`config.mk`:
```
export PLATFORM = sky130hd
export DESIGN_NAME = erase_verify_seq
export DESIGN_NICKNAME = d
export VERILOG_FILES = /design/src/rtl/efv_pkg.sv /design/src/rtl/efv_cmd_regs.sv /design/src/rtl/efv_param_chk.sv /design/src/rtl/efv_addr_gen.sv /design/src/rtl/erase_verify_seq.sv
export SDC_FILE = /design/constraint.sdc
export NUM_CORES = 1
export LEC_CHECK = 0
export BUFFER_PORTS_ARGS = -buffer_cell sky130_fd_sc_hd__buf_2
export CAP_MARGIN = 0
export CORE_MARGIN = 3
export CORE_UTILIZATION = 45
export DETAILED_ROUTE_END_ITERATION = 10
export GPL_TIMING_DRIVEN = 0
export PLACE_DENSITY = 0.67
export SYNTH_ARGS = -nofsm -noshare
export SYNTH_HDL_FRONTEND = slang
export SYNTH_SLANG_ARGS = --single-unit
export TNS_END_PERCENT = 30
```
`constraint.sdc`:
```
create_clock -name clk -period 3.9 [get_ports clk]
set_input_delay 0.195 -clock clk [delete_from_list [all_inputs] [get_ports clk]]
set_output_delay 0.195 -clock clk [all_outputs]
set_load 0.01 [all_outputs]
```
`src/rtl/efv_pkg.sv`:
```
package efv_pkg;
    localparam int ADDR_W    = 24;
    localparam int CNT_W     = 16;
    localparam int NUM_SLOTS = 7;
    localparam int IDX_W     = 3;

    localparam int SLOT_CODE   = 0;
    localparam int SLOT_ADDR_H = 1;
    localparam int SLOT_ADDR_M = 2;
    localparam int SLOT_ADDR_L = 3;
    localparam int SLOT_CNT_H  = 4;
    localparam int SLOT_CNT_L  = 5;
    localparam int SLOT_MARGIN = 6;

    localparam logic [7:0] MARGIN_MAX = 8'h02;

    typedef enum logic [2:0] {
        ST_IDLE,
        ST_CHECK,
        ST_SCAN,
        ST_DRAIN,
        ST_FAULT
    } efv_state_t;
endpackage

```
`src/rtl/efv_cmd_regs.sv`:
```
module efv_cmd_regs
    import efv_pkg::*;
(
    input  logic              clk,
    input  logic              rst_n,
    input  logic              wr_en,
    input  logic [IDX_W-1:0]  wr_idx,
    input  logic [7:0]        wr_data,
    output logic [7:0]        cmd_code,
    output logic [ADDR_W-1:0] start_addr,
    output logic [CNT_W-1:0]  phrase_cnt,
    output logic [7:0]        margin_sel
);
    logic [7:0] slot_q [NUM_SLOTS];

    for (genvar g = 0; g < NUM_SLOTS; g++) begin : g_slot
        always_ff @(posedge clk or negedge rst_n) begin
            if (!rst_n) begin
                slot_q[g] <= 8'h00;
            end else if (wr_en && (wr_idx == IDX_W'(g))) begin
                slot_q[g] <= wr_data;
            end
        end
    end

    assign cmd_code   = slot_q[SLOT_CODE];
    assign start_addr = {slot_q[SLOT_ADDR_H], slot_q[SLOT_ADDR_M], slot_q[SLOT_ADDR_L]};
    assign phrase_cnt = {slot_q[SLOT_CNT_H], slot_q[SLOT_CNT_L]};
    assign margin_sel = slot_q[SLOT_MARGIN];
endmodule

```
`src/rtl/efv_param_chk.sv`:
```
module efv_param_chk
    import efv_pkg::*;
#(
    parameter int         FLASH_BYTES  = 524288,
    parameter int         PHRASE_BYTES = 8,
    parameter logic [7:0] VERIFY_CODE  = 8'h01
) (
    input  logic [7:0]        cmd_code,
    input  logic [ADDR_W-1:0] start_addr,
    input  logic [CNT_W-1:0]  phrase_cnt,
    input  logic [7:0]        margin_sel,
    output logic              params_ok
);
    localparam int SHIFT = $clog2(PHRASE_BYTES);
    localparam int EXT_W = ADDR_W + CNT_W + SHIFT + 1;

    logic [EXT_W-1:0] start_x, span_x, end_x, limit_x;
    logic bad_code, bad_margin, bad_align, bad_start, bad_cnt, bad_span;

    always_comb begin
        start_x    = EXT_W'(start_addr);
        span_x     = EXT_W'(phrase_cnt) << SHIFT;
        end_x      = start_x + span_x;
        limit_x    = EXT_W'(FLASH_BYTES);
        bad_code   = (cmd_code != VERIFY_CODE);
        bad_margin = (margin_sel > MARGIN_MAX);
        bad_align  = (start_addr[1:0] != 2'b00);
        bad_start  = (start_x >= limit_x);
        bad_cnt    = (phrase_cnt == '0);
        bad_span   = (end_x > limit_x);
        params_ok  = !(bad_code || bad_margin || bad_align ||
                       bad_start || bad_cnt || bad_span);
    end
endmodule

```
`src/rtl/efv_addr_gen.sv`:
```
module efv_addr_gen
    import efv_pkg::*;
#(
    parameter int PHRASE_BYTES = 8
) (
    input  logic              clk,
    input  logic              rst_n,
    input  logic              load,
    input  logic              step,
    input  logic [ADDR_W-1:0] start_addr,
    input  logic [CNT_W-1:0]  phrase_cnt,
    output logic [ADDR_W-1:0] addr,
    output logic              last
);
    logic [CNT_W-1:0] left_q;

    always_ff @(posedge clk or negedge rst_n) begin
        if (!rst_n) begin
            addr   <= '0;
            left_q <= '0;
        end else if (load) begin
            addr   <= start_addr;
            left_q <= phrase_cnt;
        end else if (step) begin
            addr   <= addr + ADDR_W'(PHRASE_BYTES);
            left_q <= left_q - 1'b1;
        end
    end

    assign last = (left_q == CNT_W'(1));
endmodule

```
`src/rtl/erase_verify_seq.sv`:
```
module erase_verify_seq
    import efv_pkg::*;
#(
    parameter int         FLASH_BYTES  = 524288,
    parameter int         PHRASE_BYTES = 8,
    parameter int         DATA_W       = 64,
    parameter logic [7:0] VERIFY_CODE  = 8'h01
) (
    input  logic              clk,
    input  logic              rst_n,
    input  logic              slot_wr,
    input  logic [2:0]        slot_idx,
    input  logic [7:0]        slot_wdata,
    input  logic              launch,
    output logic              done,
    output logic              acc_err,
    output logic              vfy_fail,
    output logic              mem_rd,
    output logic [23:0]       mem_addr,
    output logic [1:0]        mem_margin,
    input  logic [DATA_W-1:0] mem_rdata
);
    efv_state_t state_q, state_d;

    logic [7:0]        cmd_code, margin_sel;
    logic [ADDR_W-1:0] start_addr, gen_addr;
    logic [CNT_W-1:0]  phrase_cnt;
    logic              params_ok, gen_last, rvalid_q;
    logic              idle, accept;

    assign idle   = (state_q == ST_IDLE);
    assign accept = idle && launch;

    efv_cmd_regs u_regs (
        .clk        (clk),
        .rst_n      (rst_n),
        .wr_en      (slot_wr && idle),
        .wr_idx     (slot_idx),
        .wr_data    (slot_wdata),
        .cmd_code   (cmd_code),
        .start_addr (start_addr),
        .phrase_cnt (phrase_cnt),
        .margin_sel (margin_sel)
    );

    efv_param_chk #(
        .FLASH_BYTES  (FLASH_BYTES),
        .PHRASE_BYTES (PHRASE_BYTES),
        .VERIFY_CODE  (VERIFY_CODE)
    ) u_chk (
        .cmd_code   (cmd_code),
        .start_addr (start_addr),
        .phrase_cnt (phrase_cnt),
        .margin_sel (margin_sel),
        .params_ok  (params_ok)
    );

    efv_addr_gen #(
        .PHRASE_BYTES (PHRASE_BYTES)
    ) u_gen (
        .clk        (clk),
        .rst_n      (rst_n),
        .load       (state_q == ST_CHECK),
        .step       (state_q == ST_SCAN),
        .start_addr (start_addr),
        .phrase_cnt (phrase_cnt),
        .addr       (gen_addr),
        .last       (gen_last)
    );

    // State register
    always_ff @(posedge clk or negedge rst_n) begin
        if (!rst_n) state_q <= ST_IDLE;
        else        state_q <= state_d;
    end

    // Next-state logic
    always_comb begin
        state_d = state_q;
        unique case (state_q)
            ST_IDLE:  if (launch) state_d = ST_CHECK;
            ST_CHECK: state_d = params_ok ? ST_SCAN : ST_FAULT;
            ST_SCAN:  if (gen_last) state_d = ST_DRAIN;
            ST_DRAIN: state_d = ST_IDLE;
            ST_FAULT: state_d = ST_IDLE;
            default:  state_d = ST_IDLE;
        endcase
    end

    // Outputs
    always_comb begin
        done       = idle;
        mem_rd     = (state_q == ST_SCAN);
        mem_addr   = gen_addr;
        mem_margin = margin_sel[1:0];
    end

    // Status flags and read-data tracking
    always_ff @(posedge clk or negedge rst_n) begin
        if (!rst_n) begin
            rvalid_q <= 1'b0;
            acc_err  <= 1'b0;
            vfy_fail <= 1'b0;
        end else begin
            rvalid_q <= mem_rd;
            if (accept) begin
                acc_err  <= 1'b0;
                vfy_fail <= 1'b0;
            end else begin
                if (state_q == ST_CHECK && !params_ok) acc_err <= 1'b1;
                if (rvalid_q && (mem_rdata != '1))     vfy_fail <= 1'b1;
            end
        end
    end

    p_launch_clears_r3: assert property (@(posedge clk) disable iff (!rst_n)
        (done && launch) |=> (!done && !acc_err && !vfy_fail));

    p_no_read_on_err_r4: assert property (@(posedge clk) disable iff (!rst_n)
        acc_err |-> !mem_rd);

    p_fault_then_done_r4: assert property (@(posedge clk) disable iff (!rst_n)
        $rose(acc_err) |=> done);

    p_status_exclusive_r4: assert property (@(posedge clk) disable iff (!rst_n)
        !(acc_err && vfy_fail));

    p_addr_step_r5: assert property (@(posedge clk) disable iff (!rst_n)
        (mem_rd && $past(mem_rd)) |-> (mem_addr == $past(mem_addr) + 24'(PHRASE_BYTES)));

    p_margin_legal_r5: assert property (@(posedge clk) disable iff (!rst_n)
        mem_rd |-> (mem_margin != 2'b11));

    p_margin_stable_r5: assert property (@(posedge clk) disable iff (!rst_n)
        (mem_rd && $past(mem_rd)) |-> $stable(mem_margin));
endmodule

```
==> out/results.txt, run 1 <==
The flow ran to the end, and the final reports show no timing, DRC or antenna violations. After synthesis, the mean cell area works out to 10.1 um2. In the final routed layout, each cell accounts on average for 19.0 um.

The run gives 16100 um as the routed wire length. At the worst endpoint, the required time is 4140 ps. The detailed router finished its first iteration with 457 violations. The share of synthesized area occupied by flip-flops and latches is 0.454, and the depth of the worst hold-timing path is 2.

The count of cells along the worst register-to-register path works out to 11. After detailed routing, no signal wire sits above met4. Setup repair after global routing left no endpoint under its margin.

The tools report the relative slew slack as 0.344. The number of global-route vias before repair is 4990. The number of nets in the final layout was 776; the distinct cell type count after synthesis was 55. The tools report the total of cells resized after clock tree synthesis as 0. TritonCTS built the clock tree. The biggest area contributor in the post-synthesis netlist is sky130_fd_sc_hd__dfrtp_1.

The leading cell type by number of instances after synthesis is sky130_fd_sc_hd__dfrtp_1. The ratio of cells with drive above 1 in the final layout is 0.276, and the achievable frequency is 278 MHz. The commonest cells after synthesis are sky130_fd_sc_hd__dfrtp_1 (102), sky130_fd_sc_hd__nand2_1 (72), sky130_fd_sc_hd__mux2_2 (55). The logs give 4.67 mW for the total design power and 12100 um2 for the placeable core area. The net switching share of the total power was 0.405. The critical path is of the flip-flop to flip-flop type. The floorplan step set the die height to 118 um. STA classifies the critical path endpoint as a flip-flop.

Summed over all layers, the global routing overflow is 0. Placer's final routability congestion estimate: 0.907. Summing all placed instances gives a cell area of 6390 um2.

The logs give 12300 um for the HPWL after detailed placement and 0 for the final max-slew violation count. The worst hold path belongs to the class input port to flip-flop. The logs give 9 for the number of buffers inserted during clock tree synthesis and 2 for the largest buffer count on any clock path.

For this run, the leading register cell type out of synthesis is sky130_fd_sc_hd__dfrtp_1. The detailed router put a total of 6930 um of wire on met1. The tree is rooted in a sky130_fd_sc_hd__clkbuf_16. The final cycle utilization of the critical path works out to 0.922.

The clock arrives with 7.80 ps of skew. After routing the design area is 6690 um2. The internal cell power is 2.78 mW, and the number of nets in the synthesized netlist is 657. The routed design uses 7600 um of met2 wire.

The tool flagged a number of max-cap violations equal to 0. Final hold analysis gives a worst-case slack of 57.2 ps. The later pin in the worst-skew pair is clocked with a latency of 350 ps. The maximum fanout along the worst path was 4; the power share of the combinational group was 0.396. Detailed routing placed a total of 1210 um of wire on met3.

For the pin with the worst max-slew slack, the measured transition is 976 ps. The post-placement worst setup slack was 308 ps; the number of enable-type register cells in the synthesized netlist was 0. The overall via count from detail_route came out at 5099.

Number of core rows: 40. Yosys attributes the largest share of cell area to sky130_fd_sc_hd__dfrtp_1 (45%), sky130_fd_sc_hd__mux2_2 (11%), sky130_fd_sc_hd__nand2_1 (4.8%), sky130_fd_sc_hd__ha_1 (4.2%), sky130_fd_sc_hd__o21ai_0 (2.6%). The worst-case IR drop observed on VDD is 0.452 mV. The effective utilization at floorplan is 0.464, and the number of failing hold endpoints at the final stage is 0. For this design the static power due to leakage is 2.91 nW. The number of port buffers was 106; the remaining antenna violation count after routing was 0. Using the TritonRoute via totals, the vias-per-cell ratio works out to 6.00. The netlist area before placement is 5620 um2, and the CTS H-tree depth is 3. The first detailed-routing pass ran for 5 iterations. From left edge to right edge, the die measures 118 um. The setup slack after layout is 304 ps, and the part of the power in registers is 0.415. The count of antenna diodes in the layout is 0, and the power per standard cell area is 698 nW/um2. Entering global routing, the biggest net connects 68 pins.

The async set or reset register ratio after synthesis was 1.00; the number of register bits inferred by synthesis was 102. The final-report setup violation count is 0, and the post-synthesis cell count is 558. The logs give 0 for the number of antenna violations at the first check in global routing and 25800 um for the first-pass GRT wire length. The reported net switching power was 1.89 mW. The detailed-route DRC error count came out at 0. After clock tree synthesis, the clock-pin slew on the worst setup and hold paths is 70 ps. The setup TNS after final layout is 0 ps, and the fraction of synthesized cell area taken by the top area cell type is 0.454. The share of total power in the clock network came out at 0.190. The worst setup path is launched from a flip-flop.

From synthesis to final layout, the design area changed by 19.1%. STA puts the critical path data arrival time at 3840 ps. The I/O pin count came out at 109.

The full die area is 13900 um2, and the post-route minimum period is 3600 ps. The global router's overall resource usage is 0.232. The Yosys step of the flow raised 0 warnings. Counting every sink on the clock net gives 102.
## kinds of logic (layout without fill, tap and decap cells)
| group | count (synthesis) | in the layout | synth area share |
|---|---|---|---|
| buffers and inverters | 35 | 159 | 0.0247 |
| XOR/XNOR | 9 | 9 | 0.0140 |
| flip-flops | 102 | 102 | 0.454 |
| adder cells (fa/ha/maj) | 20 | 20 | 0.0459 |
| AND/OR/NAND/NOR | 216 | 216 | 0.195 |
| AO/OA/AOI/OAI | 120 | 120 | 0.155 |
| multiplexers | 56 | 56 | 0.112 |
## cell usage in the layout (no fill, tap or decap), types with 4 or more instances in the layout
master,n
sky130_fd_sc_hd__o21ai_1,4
sky130_fd_sc_hd__nand3_1,20
sky130_fd_sc_hd__o2111ai_1,4
sky130_fd_sc_hd__inv_1,13
sky130_fd_sc_hd__o21ai_0,29
sky130_fd_sc_hd__clkbuf_1,18
sky130_fd_sc_hd__dfrtp_1,102
sky130_fd_sc_hd__nand2b_1,5
sky130_fd_sc_hd__nand2_1,72
sky130_fd_sc_hd__ha_1,19
sky130_fd_sc_hd__and3_1,9
sky130_fd_sc_hd__mux2_2,55
sky130_fd_sc_hd__xnor2_1,9
sky130_fd_sc_hd__clkbuf_16,9
sky130_fd_sc_hd__a221o_1,13
sky130_fd_sc_hd__nand4_1,21
sky130_fd_sc_hd__nor3_1,19
sky130_fd_sc_hd__nor2_1,27
sky130_fd_sc_hd__o311ai_1,12
sky130_fd_sc_hd__nor3b_1,4
sky130_fd_sc_hd__o211ai_1,10
sky130_fd_sc_hd__buf_2,105
sky130_fd_sc_hd__nor4_1,18
sky130_fd_sc_hd__a31oi_1,8
sky130_fd_sc_hd__a21oi_1,17
## flip-flops by register name (all words and copies together) (netlist names)
name and cells:
state_q 3, u_regs.cmd_code 8, acc_err 1, vfy_fail 1, u_gen.addr 24, u_regs.margin_sel 8
rvalid_q 1, u_gen.left_q 16, u_regs.phrase_cnt 16, u_regs.start_addr 24
## routing by layer
layer | global-route usage | vias up
met1 | 0.302 | 2469
met5 | 0 | -
li1 | - | 2365
met2 | 0.381 | 226
met3 | 0.0610 | 39
met4 | 0.0681 | 0
## repair_timing
action / CTS / global route
endpoints found under the hold margin: 35 / 0
setup buffers: 0 / 0
hold buffers: 1 / 0
## metrics by stage
stage,utilization,std cells
finish,0.553,850
global placement,0.525,832
global route,0.553,850
floorplan,-,558
CTS,0.553,850
detailed placement,0.528,833
## worst paths after layout
kind | slack [ps] | startpoint | end
min reg2reg | 490 | u_gen.addr[1] | u_gen.addr[1]
min | 60 | launch | vfy_fail
max reg2reg | 300 | u_regs.phrase_cnt[0] | acc_err
min in group asynchronous | 360 | rst_n | rvalid_q
max | 300 | u_regs.phrase_cnt[0] | acc_err
max in group asynchronous | 2840 | rst_n | u_regs.cmd_code[7]
## area by class of cell
type	count	area [um2]
clock inverters	6	53.8
fillers	1118	5420
well taps	168	210
clock buffers	10	239
multi-input cells	421	2930
flip-flops and latches	102	2550
repair buffers	108	571
inverters	15	56.3
plain buffers	20	82.6
## power by group through the flow
stage                     combinational [mW]  clock, mW  sequential [mW]
after global placement                  1.78          0             1.93
after detailed placement                1.84          0             1.94
after CTS                               1.85      0.899             1.93
final                                   1.85      0.886             1.94
after floorplan                         1.29          0             1.84
after global routing                    2.05      0.947             2.00
## worst max-delay path: stages (launching register included)
cell and delay, ps:
sky130_fd_sc_hd__dfrtp_1 430, sky130_fd_sc_hd__ha_1 200, sky130_fd_sc_hd__inv_1 60, sky130_fd_sc_hd__fa_1 480
sky130_fd_sc_hd__or3b_1 390, sky130_fd_sc_hd__a2111oi_4 200, sky130_fd_sc_hd__o2111ai_1 130, sky130_fd_sc_hd__or3_1 350
sky130_fd_sc_hd__a2111oi_2 330, sky130_fd_sc_hd__o2111ai_1 210, sky130_fd_sc_hd__o41a_1 460, sky130_fd_sc_hd__a22o_1 240
(Power assumes the default switching activity.)
==> run 2: changes to the inputs <==
--- a/config.mk
+++ b/config.mk
@@ -11,7 +11,7 @@
 export CORE_UTILIZATION = 45
 export DETAILED_ROUTE_END_ITERATION = 10
 export GPL_TIMING_DRIVEN = 0
-export PLACE_DENSITY = 0.67
+export PLACE_DENSITY_LB_ADDON = 0.15
 export SYNTH_ARGS = -nofsm -noshare
 export SYNTH_HDL_FRONTEND = slang
 export SYNTH_SLANG_ARGS = --single-unit
==> out/results.txt, run 2 (synthesis results as in run 1) <==
The number of buffers inserted during clock tree synthesis is 9 (unchanged). The count of cells along the worst register-to-register path works out to 11 (unchanged). The relative area change from synthesis to final layout works out to 19.0% (about the same). In the layout the commonest cells are sky130_fd_sc_hd__buf_2 (105), sky130_fd_sc_hd__dfrtp_1 (102), sky130_fd_sc_hd__nand2_1 (72).

The slowest stage of the critical path belongs to the cell sky130_fd_sc_hd__o41a_1. The startpoint type of the worst setup path is a flip-flop. For the worst IR drop on VDD, the log shows 0.347 mV (-23%).

The number of placed instances, taps included was 833 (unchanged). The clock-pin slew on the worst setup and hold paths was 70 ps (about the same). For the setup skew after layout, the log shows 11.7 ps (+3.93 ps). Ratio of cells with drive above 1 in the final layout: 0.275 (-0.00106). The global router's overall resource usage is 0.239 (+0.00687), and the post-route minimum period is 3730 ps (+134 ps). The number of cells on the critical path is 11 (unchanged), and the critical path data arrival time is 3960 ps (+120 ps). The largest stage delay on the critical path was 490 ps (about the same). The actual transition at the worst max-transition pin is 1060 ps (+79.7 ps), and the post-detailed-route wirelength per cell is 19.6 um (+3.0%). The number of failing hold endpoints at the final stage was 0 (unchanged).

The I/O pin count was 109 (unchanged); the setup TNS after final layout was 0 ps (unchanged). The final-report setup violation count is 0 (unchanged). Broken down by cell family, the worst path's largest delay share belongs to compound AO/OA/AOI/OAI gates. The placeable core area is 12100 um2 (unchanged). The tools report the number of buffers inserted by post-CTS setup repair as 0 (unchanged).

TritonCTS built the clock tree. The worst min-delay path class was input port to flip-flop. The number of buffers and inverters on the critical path is 1 (unchanged), and the routed wire length is 16600 um (+2.9%). The worst setup path is of the flip-flop to flip-flop kind. The count of hold-fix buffers inserted at cts was 1 (unchanged); the final cycle utilization of the critical path was 0.956 (+0.0344). The final max-slew violation count is 0 (unchanged), and the die boundary height is 118 um (unchanged).

The run gives 0 (unchanged) as the detailed-route DRC error count. Setup repair after global routing left no endpoint under its margin. The aggregate global routing overflow was 0 (unchanged); the flop-to-flop setup slack was 170 ps (-130 ps).

The number of global-route vias before repair was 5103 (+2.3%). For the pin count of the biggest net entering global routing, the log shows 63 (-7.4%). The tools report the number of nets in the final layout as 776 (unchanged). The power per standard cell area was 700 nW/um2 (+0.22%). The total of cells resized after clock tree synthesis came out at 0 (unchanged). The critical path ends at acc_err. The achievable frequency is 268 MHz (-3.6%), and the depth of the worst hold-timing path is 2 (unchanged). The endpoint identified for the worst register-to-register timing path is acc_err. The number of port buffers was 106 (unchanged). Among the stages of the critical path, the cell type that occurs most often is sky130_fd_sc_hd__o2111ai_1. Most frequent standard cell in the layout excluding fill and tap cells: sky130_fd_sc_hd__buf_2. The maximum fanout along the worst path was 4 (unchanged). The startpoint identified for the worst register-to-register timing path is u_regs.phrase_cnt[0]. The run gives 0 (unchanged) as the count of max-cap constraint violations. The run gives 225 ps (-82.7 ps) as the post-placement worst setup slack. The overall via count from detail_route was 5071 (-0.55%).

The tools report the count of antenna diodes in the layout as 0 (unchanged). The tools report the number of DRC markers in iteration 0 as 358 (-22%). The run gives 0.290 (-0.0536) as the relative slew slack. The first-pass GRT wire length is 26500 um (+2.5%), and the CTS H-tree depth is 3 (unchanged).

The run gives 1088 (-2.7%) as the number of filler instances in the final layout. The area taken by multi-input logic gates is 2930 um2 (unchanged). The logs give 340 ps (about the same) for the clock insertion delay at the later pin of the skew report and 0 (unchanged) for the remaining antenna violation count after routing. HPWL after detailed placement: 12600 um (+2.7%). The filler-free cell count of the finished design was 849 (-0.12%); the detailed-route vias per instance was 5.97 (-0.43%). The clock tree root driver cell was sky130_fd_sc_hd__clkbuf_16. Horizontal extent of the die: 118 um (unchanged).

Number of antenna violations at the first check in global routing: 0 (unchanged). The number of clock sinks came out at 102 (unchanged). The logs give 170 ps (-134 ps) for the setup slack after layout and 2 (unchanged) for the largest buffer count on any clock path.

The effective utilization at floorplan is 0.464 (unchanged). The type of element capturing the critical path was a flip-flop. The static power due to leakage was 2.91 nW (+0.13%); the placer's final routability congestion estimate was 0.909 (+0.24%).

The number of core rows is 40 (unchanged). The critical path starts at u_regs.phrase_cnt[0]. The detailed-router iteration count before antenna repair came out at 7 (+2). The run finished with clean final reports. The signal on the critical path passes through ha_1, inv_1, fa_1, or3b_1, a2111oi_4, o2111ai_1, or3_1, a2111oi_2, o2111ai_1, o41a_1, a22o_1. The footprint of the flip-flops and latches came out at 2550 um2 (unchanged). The full die area came out at 13900 um2 (unchanged). The run gives 4130 ps (about the same) as the endpoint required time on the critical path.
-- run 2: cell count changes in the layout (fill, tap and decap cells not counted), sizes merged --
cell / change
inv: -2
bufinv: +1
clkinvlp: -1
clkinv: +2
clkbuf: -1
-- run 2: worst reg2reg max path: cells and delay by family (launching register included) --
| kind | cells | cell delay [ps] |
|---|---|---|
| AO/OA/AOI/OAI | 6 | 1670 |
| flip-flops | 1 | 460 |
| AND/OR/NAND/NOR | 2 | 760 |
| buffers and inverters | 1 | 60 |
| adder cells (fa/ha/maj) | 2 | 680 |
-- run 2: final cells by class --
class,instances,area share
multi-input combinational,421,0.438
sequential,102,0.382
timing repair buffer,108,0.0853
clock buffer,9,0.0337
tap,168,0.0314
buffer,20,0.0123
clock inverter,6,0.00935
inverter,15,0.00842
-- run 2: how the worst min path moves through the flow --
stage	startpoint	end	slack, ps
floorplan	rst_n	acc_err	-100
global placement	launch	vfy_fail	440
detailed placement	rst_n	state_q[0]	230
CTS	launch	vfy_fail	80
global route	launch	vfy_fail	100
finish	launch	vfy_fail	80
-- run 2: metrics by stage --
step | instance area [um2] | hold WS (ps) | util | power, mW
CTS | 6690 | 77.0 | 0.552 | 4.67
detailed placement | 6390 | 227 | 0.528 | 3.78
floorplan | 5620 | -101 | - | 3.13
global placement | 6360 | 439 | 0.525 | 3.72
global route | 6690 | 98.8 | 0.552 | 5.00
finish | 6690 | 75.6 | 0.552 | 4.68
-- run 2: layer usage --
metal,vias to the layer above,part of all wire,GRT usage
li1,2354,-,-
met1,2518,0.43,0.307
met2,178,0.48,0.412
met3,21,0.063,0.0509
met4,0,0.018,0.0586
met5,-,0,0
-- run 2: report_power, final --
| group | switching, mW | internal (mW) | total [mW] |
|---|---|---|---|
| logic | 0.983 | 0.859 | 1.84 |
| clock network | 0.390 | 0.494 | 0.885 |
| registers | 0.494 | 1.46 | 1.95 |
| total | 1.87 | 2.81 | 4.68 |
==> run 3: changes to the inputs <==
--- a/config.mk
+++ b/config.mk
@@ -8,10 +8,11 @@
 export BUFFER_PORTS_ARGS = -buffer_cell sky130_fd_sc_hd__buf_2
 export CAP_MARGIN = 0
 export CORE_MARGIN = 3
-export CORE_UTILIZATION = 45
+export CORE_UTILIZATION = 35
 export DETAILED_ROUTE_END_ITERATION = 10
 export GPL_TIMING_DRIVEN = 0
 export PLACE_DENSITY_LB_ADDON = 0.15
+export SKIP_CTS_REPAIR_TIMING = 1
 export SYNTH_ARGS = -nofsm -noshare
 export SYNTH_HDL_FRONTEND = slang
 export SYNTH_SLANG_ARGS = --single-unit
==> constraint.sdc (replaced) <==
create_clock -name clk -period 3.9 [get_ports clk]
set_input_delay 0.195 -clock clk [delete_from_list [all_inputs] [get_ports clk]]
set_output_delay 0.195 -clock clk [all_outputs]
set_load 0.1 [all_outputs]
==> out/results.txt, run 3 (synthesis results as in run 1) <==
The total design power came out at 5.70 mW (+22%). For the post-placement worst setup slack, the log shows 247 ps (+21.9 ps). The HPWL after detailed placement was 13000 um (+3.3%); the ratio of cells with drive above 1 in the final layout was 0.276 (+0.00106). Final-report setup violation count: 0 (unchanged).

Horizontal extent of the die: 133 um (+13%). The tightest min-delay check is of the input port to flip-flop type. For the endpoint required time on the critical path, the log shows 4150 ps (+20 ps). For the setup TNS after final layout, the log shows 0 ps (unchanged). The logs give 27100 um (+2.3%) for the first-pass GRT wire length and 0.869 (-4.4%) for the placer's final routability congestion estimate. The kind of critical path was flip-flop to flip-flop.

The detailed-router iteration count before antenna repair came out at 5 (-2). The depth of the worst hold-timing path works out to 2 (unchanged). The area taken by multi-input logic gates was 2930 um2 (+0.17%); the full die area was 17600 um2 (+27%).

Post-detailed-route wirelength per cell: 19.1 um (-2.4%). The run gives 0 (unchanged) as the detailed-route DRC error count. The largest stage delay on the critical path works out to 480 ps (about the same). The total cell area at the placement stage was 6450 um2 (+0.92%); the internal cell power was 2.90 mW (+3.2%).

On the critical path, the stage with the largest delay is an instance of sky130_fd_sc_hd__fa_1. The run gives 3 (unchanged) as the CTS H-tree depth. The type of element capturing the critical path was a flip-flop.

The number of global-route vias before repair was 4968 (-2.6%); the global router's overall resource usage was 0.194 (-0.0446). The relative area change from synthesis to final layout was 20.7%. The routed wire length was 17100 um (+2.7%).

The number of failing hold endpoints at the final stage was 0 (unchanged). The final cycle utilization of the critical path is 0.953 (-0.00369). The aggregate global routing overflow is 0 (unchanged). The logs give 1552 (+43%) for the number of filler instances in the final layout and 0.487 (+0.093) for the power share of the combinational group.

The placeable core area was 15400 um2 (+27%); the number of antenna violations at the first check in global routing was 0 (unchanged). The tools report the achievable frequency as 269 MHz (+0.39%). Startpoint type of the worst setup path: a flip-flop.

The setup skew after layout is 5.94 ps (-5.79 ps). Leaving out fill and tap cells, the most frequent cell in the layout is sky130_fd_sc_hd__buf_2. The run gives 2.80 mW (+50%) as the reported net switching power. The pin count of the biggest net entering global routing is 56 (-11%), and the critical path data arrival time is 3960 ps (about the same). The flow ran to the end, and the final reports show no timing, DRC or antenna violations. For the effective utilization at floorplan, the log shows 0.364 (-0.0997). The share of total power in the clock network came out at 0.173 (-0.016). The count of antenna diodes in the layout is 0 (unchanged). The post-route minimum period was 3720 ps (-14.4 ps); the number of clock sinks was 102 (unchanged). TritonCTS built the clock tree. The run gives 2 (unchanged) as the largest buffer count on any clock path. The most used cell along the critical path is sky130_fd_sc_hd__o2111ai_1.

The final max-slew violation count came out at 0 (unchanged). The worst register-to-register path begins at u_regs.phrase_cnt[0]. For the relative slew slack, the log shows 0.296 (+0.00549).

Maximum fanout along the worst path: 4 (unchanged). The post-route cell area is 6780 um2 (+1.4%), and the footprint of the flip-flops and latches is 2550 um2 (unchanged). The number of buffers and inverters on the critical path was 1 (unchanged). The tree is rooted in a sky130_fd_sc_hd__clkbuf_16. The actual transition at the worst max-transition pin came out at 1050 ps (-8.18 ps). The number of core rows is 45 (+13%), and the net switching share of the total power is 0.491 (+0.0919).

For the setup slack after layout, the log shows 184 ps (+14.4 ps). Worst reg2reg path endpoint: acc_err. The power per standard cell area is 841 nW/um2 (+20%), and the part of the power in registers is 0.339 (-0.078). The run gives 776 (unchanged) as the number of nets in the final layout. The detailed-route vias per instance works out to 5.64 (-5.5%). The worst hold path terminates at vfy_fail. The flop-to-flop setup slack is 180 ps (about the same), and the number of buffers inserted during clock tree synthesis is 9 (unchanged). The static power due to leakage is 2.93 nW (+0.43%), and the number of port buffers is 106 (unchanged). The critical hold path startpoint was launch. The run gives 60.3 ps (-15.3 ps) as the post-route worst hold slack. Count of cells along the worst register-to-register path: 11 (unchanged). Traced cell by cell, the critical path runs through ha_1, inv_1, fa_1, or3b_1, a2111oi_4, o2111ai_1, or3_1, a2111oi_2, o2111ai_1, o41a_1, a22o_1. Setup repair after global routing left no endpoint under its margin. The I/O pin count was 109 (unchanged); the clock-pin slew on the worst setup and hold paths was 70 ps (about the same). The tools report the remaining antenna violation count after routing as 0 (unchanged).

The clock insertion delay at the later pin of the skew report was 360 ps (+20 ps). The tools report the count of max-cap constraint violations as 0 (unchanged). In the layout the commonest cells are sky130_fd_sc_hd__buf_2 (105), sky130_fd_sc_hd__dfrtp_1 (102), sky130_fd_sc_hd__nand2_1 (72). Critical path's top delay family: compound AO/OA/AOI/OAI gates. The run gives 288 (-20%) as the number of DRC markers in iteration 0. The die boundary height was 133 um (+13%); the worst IR drop on VDD was 0.761 mV (+120%). The run gives 5039 (-0.63%) as the overall via count from detail_route.
## run 3: cell types whose count changed in the layout (fill, tap and decap cells not counted), sizes merged
cell	before	now
clkinvlp	0	1
clkbuf	27	29
clkinv	4	1
bufinv	1	2
## run 3: stage by stage
stage | instances | util
finish | 893 | 0.440
global route | 893 | 0.440
CTS | 892 | 0.439
detailed placement | 876 | 0.418
global placement | 875 | 0.416
floorplan | 558 | -
## run 3: cell type report
type	instances	share of cell area
Multi-Input combinational cell	421	0.432
Clock inverter	5	0.0120
Sequential cell	102	0.376
Clock buffer	11	0.0358
Tap cell	211	0.0389
Timing Repair Buffer	108	0.0841
Buffer	20	0.0122
Inverter	15	0.00830
## run 3: metal layers
metal / wire length, um / GRT usage
met5: 0 / 0
met3: 855 / 0.0517
met1: 7770 / 0.257
met2: 8120 / 0.316
met4: 318 / 0.0520
## run 3: power by group through the flow
stage                     Clock, mW  Combinational, mW  Sequential, mW
final                         0.989               2.78            1.94
after detailed placement          0               2.77            1.95
after floorplan                   0               1.36            2.67
after CTS                      1.01               2.78            1.93
after global placement            0               2.73            1.93
after global routing           1.06               2.98            2.00
## run 3: how the worst max path moves through the flow
stage	start	to	cells past startpoint
floorplan	state_q[0]	u_regs.cmd_code[0]	5
global placement	u_regs.phrase_cnt[0]	acc_err	11
detailed placement	u_regs.phrase_cnt[0]	acc_err	11
CTS	u_regs.phrase_cnt[0]	acc_err	11
global route	u_regs.phrase_cnt[0]	acc_err	11
finish	u_regs.phrase_cnt[0]	acc_err	11
## run 3: worst reg2reg max path: stages (launching register included)
cell and delay (ps):
sky130_fd_sc_hd__dfrtp_1 440, sky130_fd_sc_hd__ha_1 210, sky130_fd_sc_hd__inv_1 60, sky130_fd_sc_hd__fa_1 490, sky130_fd_sc_hd__or3b_1 430, sky130_fd_sc_hd__a2111oi_4 210, sky130_fd_sc_hd__o2111ai_1 140, sky130_fd_sc_hd__or3_1 350
sky130_fd_sc_hd__a2111oi_2 330, sky130_fd_sc_hd__o2111ai_1 220, sky130_fd_sc_hd__o41a_1 490, sky130_fd_sc_hd__a22o_1 250
